===== src/rtl/ltrap_pkg.sv =====
package ltrap_pkg;
  localparam int REG_W    = 16;
  localparam int ADDR_W   = 16;
  localparam int NCAUSE   = 5;  // 0 passthru, 1 wr60, 2 rd64, 3 wr64, 4 usb
  localparam int NSTICKY  = 4;  // causes 0..3 are write-1-to-clear
  localparam int IRQEN_POS = 13;
  localparam int STAT_POS [NCAUSE] = '{15, 9, 10, 11, 12};
  localparam logic [ADDR_W-1:0] PORT_DATA = 16'h0060;
  localparam logic [ADDR_W-1:0] PORT_CMD  = 16'h0064;
  localparam logic [REG_W-1:0]  RESET_VAL = 16'h2000;
endpackage


===== src/rtl/ltrap_decode.sv =====
module ltrap_decode #(
  parameter int ADDR_W = 16,
  parameter logic [ADDR_W-1:0] DATA_PORT = 16'h0060,
  parameter logic [ADDR_W-1:0] CMD_PORT  = 16'h0064
) (
  input  logic              strobe,
  input  logic [ADDR_W-1:0] addr,
  input  logic              wr,
  output logic              ev_wr_data,
  output logic              ev_rd_cmd,
  output logic              ev_wr_cmd
);
  logic hit_data, hit_cmd;
  assign hit_data   = strobe && (addr == DATA_PORT);
  assign hit_cmd    = strobe && (addr == CMD_PORT);
  assign ev_wr_data = hit_data && wr;
  assign ev_rd_cmd  = hit_cmd && !wr;
  assign ev_wr_cmd  = hit_cmd && wr;
endmodule


===== src/rtl/ltrap_sticky.sv =====
module ltrap_sticky #(
  parameter int N = 4
) (
  input  logic         clk,
  input  logic         rst_n,
  input  logic [N-1:0] set_i,
  input  logic [N-1:0] clr_i,
  output logic [N-1:0] q
);
  for (genvar i = 0; i < N; i++) begin : g_bit
    always_ff @(posedge clk or negedge rst_n) begin
      if (!rst_n)        q[i] <= 1'b0;
      else if (set_i[i]) q[i] <= 1'b1;   // event beats clear
      else if (clr_i[i]) q[i] <= 1'b0;
    end
  end
endmodule


===== src/rtl/ltrap_ctrl.sv =====
module ltrap_ctrl #(
  parameter int NEN   = 5,
  parameter int REG_W = 16,
  parameter int GATE_POS = 13
) (
  input  logic             clk,
  input  logic             rst_n,
  input  logic             wr,
  input  logic [1:0]       be,
  input  logic [REG_W-1:0] wdata,
  output logic [NEN-1:0]   en_q,
  output logic             gate_q
);
  localparam int GATE_BYTE = GATE_POS / 8;

  always_ff @(posedge clk or negedge rst_n) begin
    if (!rst_n) begin
      en_q   <= '0;
      gate_q <= 1'b1;
    end else if (wr) begin
      if (be[0])         en_q   <= wdata[NEN-1:0];
      if (be[GATE_BYTE]) gate_q <= wdata[GATE_POS];
    end
  end
endmodule


===== src/rtl/legacy_trap_smi.sv =====
module legacy_trap_smi
  import ltrap_pkg::*;
(
  input  logic        clk,
  input  logic        rst_n,
  input  logic        io_strobe,
  input  logic [15:0] io_addr,
  input  logic        io_write,
  input  logic        usb_irq_in,
  input  logic        passthru_end,
  input  logic        reg_wr,
  input  logic [1:0]  reg_be,
  input  logic [15:0] reg_wdata,
  output logic [15:0] reg_rdata,
  output logic        smi_out,
  output logic        usb_irq_out
);
  logic ev_wr60, ev_rd64, ev_wr64;
  logic [NSTICKY-1:0] st_set, st_clr, st_q;
  logic [NCAUSE-1:0]  stat, en;
  logic gate, usb_q;

  ltrap_decode #(.ADDR_W(ADDR_W), .DATA_PORT(PORT_DATA), .CMD_PORT(PORT_CMD)) u_dec (
    .strobe(io_strobe), .addr(io_addr), .wr(io_write),
    .ev_wr_data(ev_wr60), .ev_rd_cmd(ev_rd64), .ev_wr_cmd(ev_wr64)
  );

  assign st_set = {ev_wr64, ev_rd64, ev_wr60, passthru_end};

  for (genvar i = 0; i < NSTICKY; i++) begin : g_clr
    localparam int P = STAT_POS[i];
    assign st_clr[i] = reg_wr && reg_be[P/8] && reg_wdata[P];
  end

  ltrap_sticky #(.N(NSTICKY)) u_st (
    .clk(clk), .rst_n(rst_n), .set_i(st_set), .clr_i(st_clr), .q(st_q)
  );

  always_ff @(posedge clk or negedge rst_n) begin
    if (!rst_n) usb_q <= 1'b0;
    else        usb_q <= usb_irq_in;
  end

  ltrap_ctrl #(.NEN(NCAUSE), .REG_W(REG_W), .GATE_POS(IRQEN_POS)) u_ctl (
    .clk(clk), .rst_n(rst_n), .wr(reg_wr), .be(reg_be), .wdata(reg_wdata),
    .en_q(en), .gate_q(gate)
  );

  assign stat = {usb_q, st_q};

  always_comb begin
    reg_rdata = '0;
    for (int i = 0; i < NCAUSE; i++) begin
      reg_rdata[STAT_POS[i]] = stat[i];
      reg_rdata[i]           = en[i];
    end
    reg_rdata[IRQEN_POS] = gate;
  end

  assign smi_out     = |(stat & en);
  assign usb_irq_out = usb_irq_in && gate;
endmodule


===== config.mk =====
export PLATFORM = sky130hd
export DESIGN_NAME = legacy_trap_smi
export DESIGN_NICKNAME = d
export VERILOG_FILES = /design/src/rtl/ltrap_pkg.sv /design/src/rtl/ltrap_decode.sv /design/src/rtl/ltrap_sticky.sv /design/src/rtl/ltrap_ctrl.sv /design/src/rtl/legacy_trap_smi.sv
export SDC_FILE = /design/constraint.sdc
export NUM_CORES = 1
export LEC_CHECK = 0
export ABC_AREA = 1
export BUFFER_PORTS_ARGS = -buffer_cell sky130_fd_sc_hd__buf_2
export CORE_MARGIN = 8
export CORE_UTILIZATION = 36
export CTS_BUF_LIST = sky130_fd_sc_hd__clkbuf_4 sky130_fd_sc_hd__clkbuf_8
export DETAILED_ROUTE_END_ITERATION = 8
export MAX_ROUTING_LAYER = met4
export PLACE_DENSITY = 0.77
export SYNTH_ARGS = -nofsm -noshare
export SYNTH_HDL_FRONTEND = slang
export SYNTH_SLANG_ARGS = --single-unit

===== constraint.sdc =====
create_clock -name clk -period 0.92 [get_ports clk]
set_input_delay 0.184 -clock clk [delete_from_list [all_inputs] [get_ports clk]]
set_output_delay 0.184 -clock clk [all_outputs]
set_load 0.02 [all_outputs]

* Word level (Yosys, flattened, before mapping) *
Cells that the tools add are included.

cells by class
  equality and inequality tests = 2
  muxes and demuxes = 8
  bitwise logic cells = 1
  reductions and logical operators = 19

operators by type and width
  cell                                                                     number
  16-bit by 7-bit equality test with 1-bit output (second input constant)  2
  1-bit logical AND                                                        11
  1-bit two-way mux                                                        8
  2-bit nonzero test                                                       4
  5-bit bitwise AND                                                        1
  5-bit OR reduction                                                       1
  2-bit AND reduction                                                      2
  1-bit logical NOT                                                        1

storage, ports and cells
  flip-flop bits (word level) = 11
  bits of input ports = 41
  logic and storage cells = 37

* Longest topological paths before layout *
  depth after elaboration = 4
  gate-level depth with buffers = 6
  gate-level depth less buffers = 6

* Cells and area by module *
Synthesis repeated with hierarchy kept, for this count alone.

unflattened totals
  cell total of the unflattened synthesis = 105
  area total of the unflattened synthesis = 679.4 um2

by module, submodules not included
  module           times used  cells each  area an instance (um2)
  ltrap_ctrl       1           27          244.0
  legacy_trap_smi  1           31          163.9
  ltrap_sticky     1           20          160.2
  ltrap_decode     1           27          111.4

* Worst setup path before layout *
OpenSTA, ideal clock, no wires.

  kind = flip-flop to output port
  start = register u_st.q[1]
  end = output port smi_out
  arrival time = 0.871 ns
  required time = 0.736 ns
  setup slack = -0.135 ns
  cell stages (with the launch flop) = 5
  buffers on the path = 0
  cells stage by stage = dfrtp_1 -> nand2_1 -> nand2_1 -> a21oi_1 -> nand3_1

between the ends
  cells in the longest elaborated chain, start to end = 2

ends and longest elaborated chain
  element                           RTL line               source
  start: declaration                ltrap_sticky.sv:8      output logic [N-1:0] q
  start signal: indexed assignment  ltrap_sticky.sv:12     if (!rst_n) q[i] <= 1'b0;
  start signal: indexed assignment  ltrap_sticky.sv:13     else if (set_i[i]) q[i] <= 1'b1;
  start signal: indexed assignment  ltrap_sticky.sv:14     else if (clr_i[i]) q[i] <= 1'b0;
  5-bit bitwise AND                 legacy_trap_smi.sv:60  assign smi_out = |(stat & en);
  5-bit OR reduction                legacy_trap_smi.sv:60
  end: declaration                  legacy_trap_smi.sv:15  output logic smi_out,

Every way passes these cells.

* Worst setup path in the final report *
  start = register u_ctl.en_q[2]
  end = output port smi_out

between the ends
  cells in the longest elaborated chain, start to end = 2

ends and longest elaborated chain
  element                   RTL line               source
  start: declaration        ltrap_ctrl.sv:11       output logic [NEN-1:0] en_q,
  start signal: assignment  ltrap_ctrl.sv:21       if (be[0]) en_q <= wdata[NEN-1:0];
  5-bit bitwise AND         legacy_trap_smi.sv:60
  5-bit OR reduction        legacy_trap_smi.sv:60

Every way passes these cells.

==> results.toml <==
[outcome]
run_status = "finished with violations"
violations = "setup timing"

[synthesis]
synth_edf_count = 0
synth_cell_type_count = 14
ys_top_cells_by_area = "dfrtp_1 41%, mux2_4 12%, nand2_1 9.2%"
synth_top_area_cell = "dfrtp_1"
ys_top_cells_by_count = "15 x nand2_1, 10 x dfrtp_1, 10 x nand3_1, 10 x nor2_1, 7 x buf_4"
syn_area_um2 = 611
ys_seq_area_frac = 0.453
ys_async_sr_fraction = 1.00
synth_warnings = 0
yosysTopAreaCellShare = 0.410
synth_cells = 70
synth_seq_cells = 11
synth_ff_type = "dfrtp_1"
avgSynthCellArea_um2 = 8.72
synth_most_common_cell = "nand2_1"

[timing]
fin_crit_ns = 1.29
timing.final.ws_setup_ns = -0.374
rsz0062_at_grt = "yes"
finalCritPeriodShare = 1.41
setup_viol = 14
tns_ns = -2.55
maxSlewViolCount = 0
hold_viol_final = 0
holdWs_ns = 0.0482
skew_ns = 0
timing.fmax_ghz = 0.773

[route]
vias = 644
wl_per_cell_um = 13.0
ant_nets = 0
wl_um = 1890
drt-pass1-iter-count = 3
drc = 0
drt_iter0_markers = 2
viasPerCell = 4.41

[placed_design]
dp.cells = 136
place_congestion = 0.680
placed_cell_area_um2 = 881
port_buffers = 47
place_hpwl_um = 1480

[critical_path]
cp.buffers_inverters = 1
reg2reg_slack_ns = -0.11
arrival_ns = 1.11
end_kind = "output pin"
worstPathMaxFanout = 2
critical_path_class = "flip-flop to output pin"
cp_slowest_cell = "dfrtp_2"
r2r_cells = 3
crit_path_start_kind = "flip-flop"
crit_family = "flip-flops"
path_cells = "nand2_1 > nand2_2 > a21oi_2 > nand3_2 > buf_6"
max_stage_delay_ns = 0.41
cp.depth = 5
critPathRequiredTime_ns = 0.74

[global_route]
grt_usage = 0.111
grt_max_degree = 12
antenna_found_initial = 0
grt_pass1_wl_um = 2930
grt_use_met3 = 0.0466
first_global_vias = 700
use_met1 = 0.131
grt_use_met2 = 0.169
grt_remaining_overflow = 0
gr-max-usage-layer = "met2"

[clock_tree]
clkLatencyLatePin_ns = 0.25
cts_made_buffers = 3
htreeDepth = 1
clockBufferDepth = 2
cts_tree = "done"
clk_pin_slew_worst_paths_ns = 0.07
root_buffer = "clkbuf_4"
cts_sinks = 11

[floorplan]
io_pins = 59
die_area_mm2 = 0.00327
die_width_um = 57.2
coreArea_mm2 = 0.00165
start_util = 0.370
std_cell_rows = 15
fp.dieH_um = 57.2

[power_and_ir_drop]
p_seq_frac = 0.411
switchingPower_w = 0.000393
power_frac_comb = 0.342
vdd_drop_max_uv = 573
power.leakage_nw = 0.590
cell_internal_pwr_w = 0.000994
power.density_mw_per_mm2 = 1320
pwr-share-clk = 0.248
swShare = 0.284

[finish]
area_growth_pct = 72.3
final_cells = 146
design_area_mm2 = 0.00105
n_antenna_cell = 0
drive_gt1_frac = 0.589
nets = 171

[hold_path]
worst_hold_path.num_cells = 1
hp-class = "input port to flip-flop"

[run]
drv_cap = 0
==> cell families after synthesis <==
family,Yosys count,share of synthesized area
compound gates,4,0.0389
buf+inv,12,0.117
flops,11,0.453
mux,5,0.123
other cells,1,0.00614
simple gates,37,0.262
==> what timing repair did <==
item,4_1_cts,5_1_grt
hold endpoints to repair,10,0
gates resized for setup,27,3
buffers inserted,2,3
endpoints found under the setup margin,13,15
pin swaps,1,1
hold buffers,1,0
==> power groups by stage <==
stage	clock (W)	sequential, W	combinational [W]
after global placement	0	0.000568	0.000355
after detailed placement	0	0.000573	0.000360
after floorplan	0	0.000616	0.000171
after global routing	0.000378	0.000576	0.000511
final	0.000344	0.000570	0.000474
after CTS	0.000354	0.000567	0.000463
==> through the flow <==
stage,setup WS (ns),power [W],utilization
2_1_floorplan,-0.0794,0.000787,-
3_3_place_gp,-0.108,0.000923,0.533
3_5_place_dp,-0.132,0.000932,0.533
4_1_cts,-0.373,0.00138,0.618
5_1_grt,-0.441,0.00146,0.637
6_report,-0.374,0.00139,0.637
==> layout make-up <==
class                      instances  area, um^2
multi-input combinational         51         292
tap                               17        21.3
fill                             145         599
clock buffer                       4        30.0
inverter                           5        18.8
sequential                        11         282
timing repair buffer              58         409
==> flip-flops by register name (all words and copies together), names as in the netlist <==
signal,cells
u_ctl.en_q,5
u_st.q,4
usb_q,1
u_ctl.gate_q,1
==> path summary, 6_finish.rpt <==
path	from	end
worst max-delay path	u_ctl.en_q[2]	smi_out
worst min-delay path	usb_irq_in	usb_q
worst max register to register	u_ctl.en_q[2]	u_ctl.en_q[2]
worst min register to register	u_ctl.gate_q	u_ctl.gate_q
max in group asynchronous	rst_n	u_ctl.gate_q
min in group asynchronous	rst_n	u_ctl.en_q[4]
==> placed cells by master (no fill, tap or decap), types with 2 or more instances in the layout <==
| cell | count |
|---|---|
| buf_2 | 34 |
| buf_6 | 15 |
| nand2_1 | 13 |
| nor2_1 | 10 |
| nand3_1 | 9 |
| buf_4 | 8 |
| dfrtp_1 | 6 |
| inv_1 | 5 |
| mux2_4 | 5 |
| conb_1 | 5 |
| clkbuf_4 | 4 |
| dfrtp_2 | 4 |
| nand2_2 | 2 |
==> per-layer routing <==
metal  vias up  wire length (um)
met2        41               869
met3         2               169
met1       269               846
met4         0                 6
met5         -                 0
li1        332                 -
Note: power is estimated with default switching activity, not from simulation.
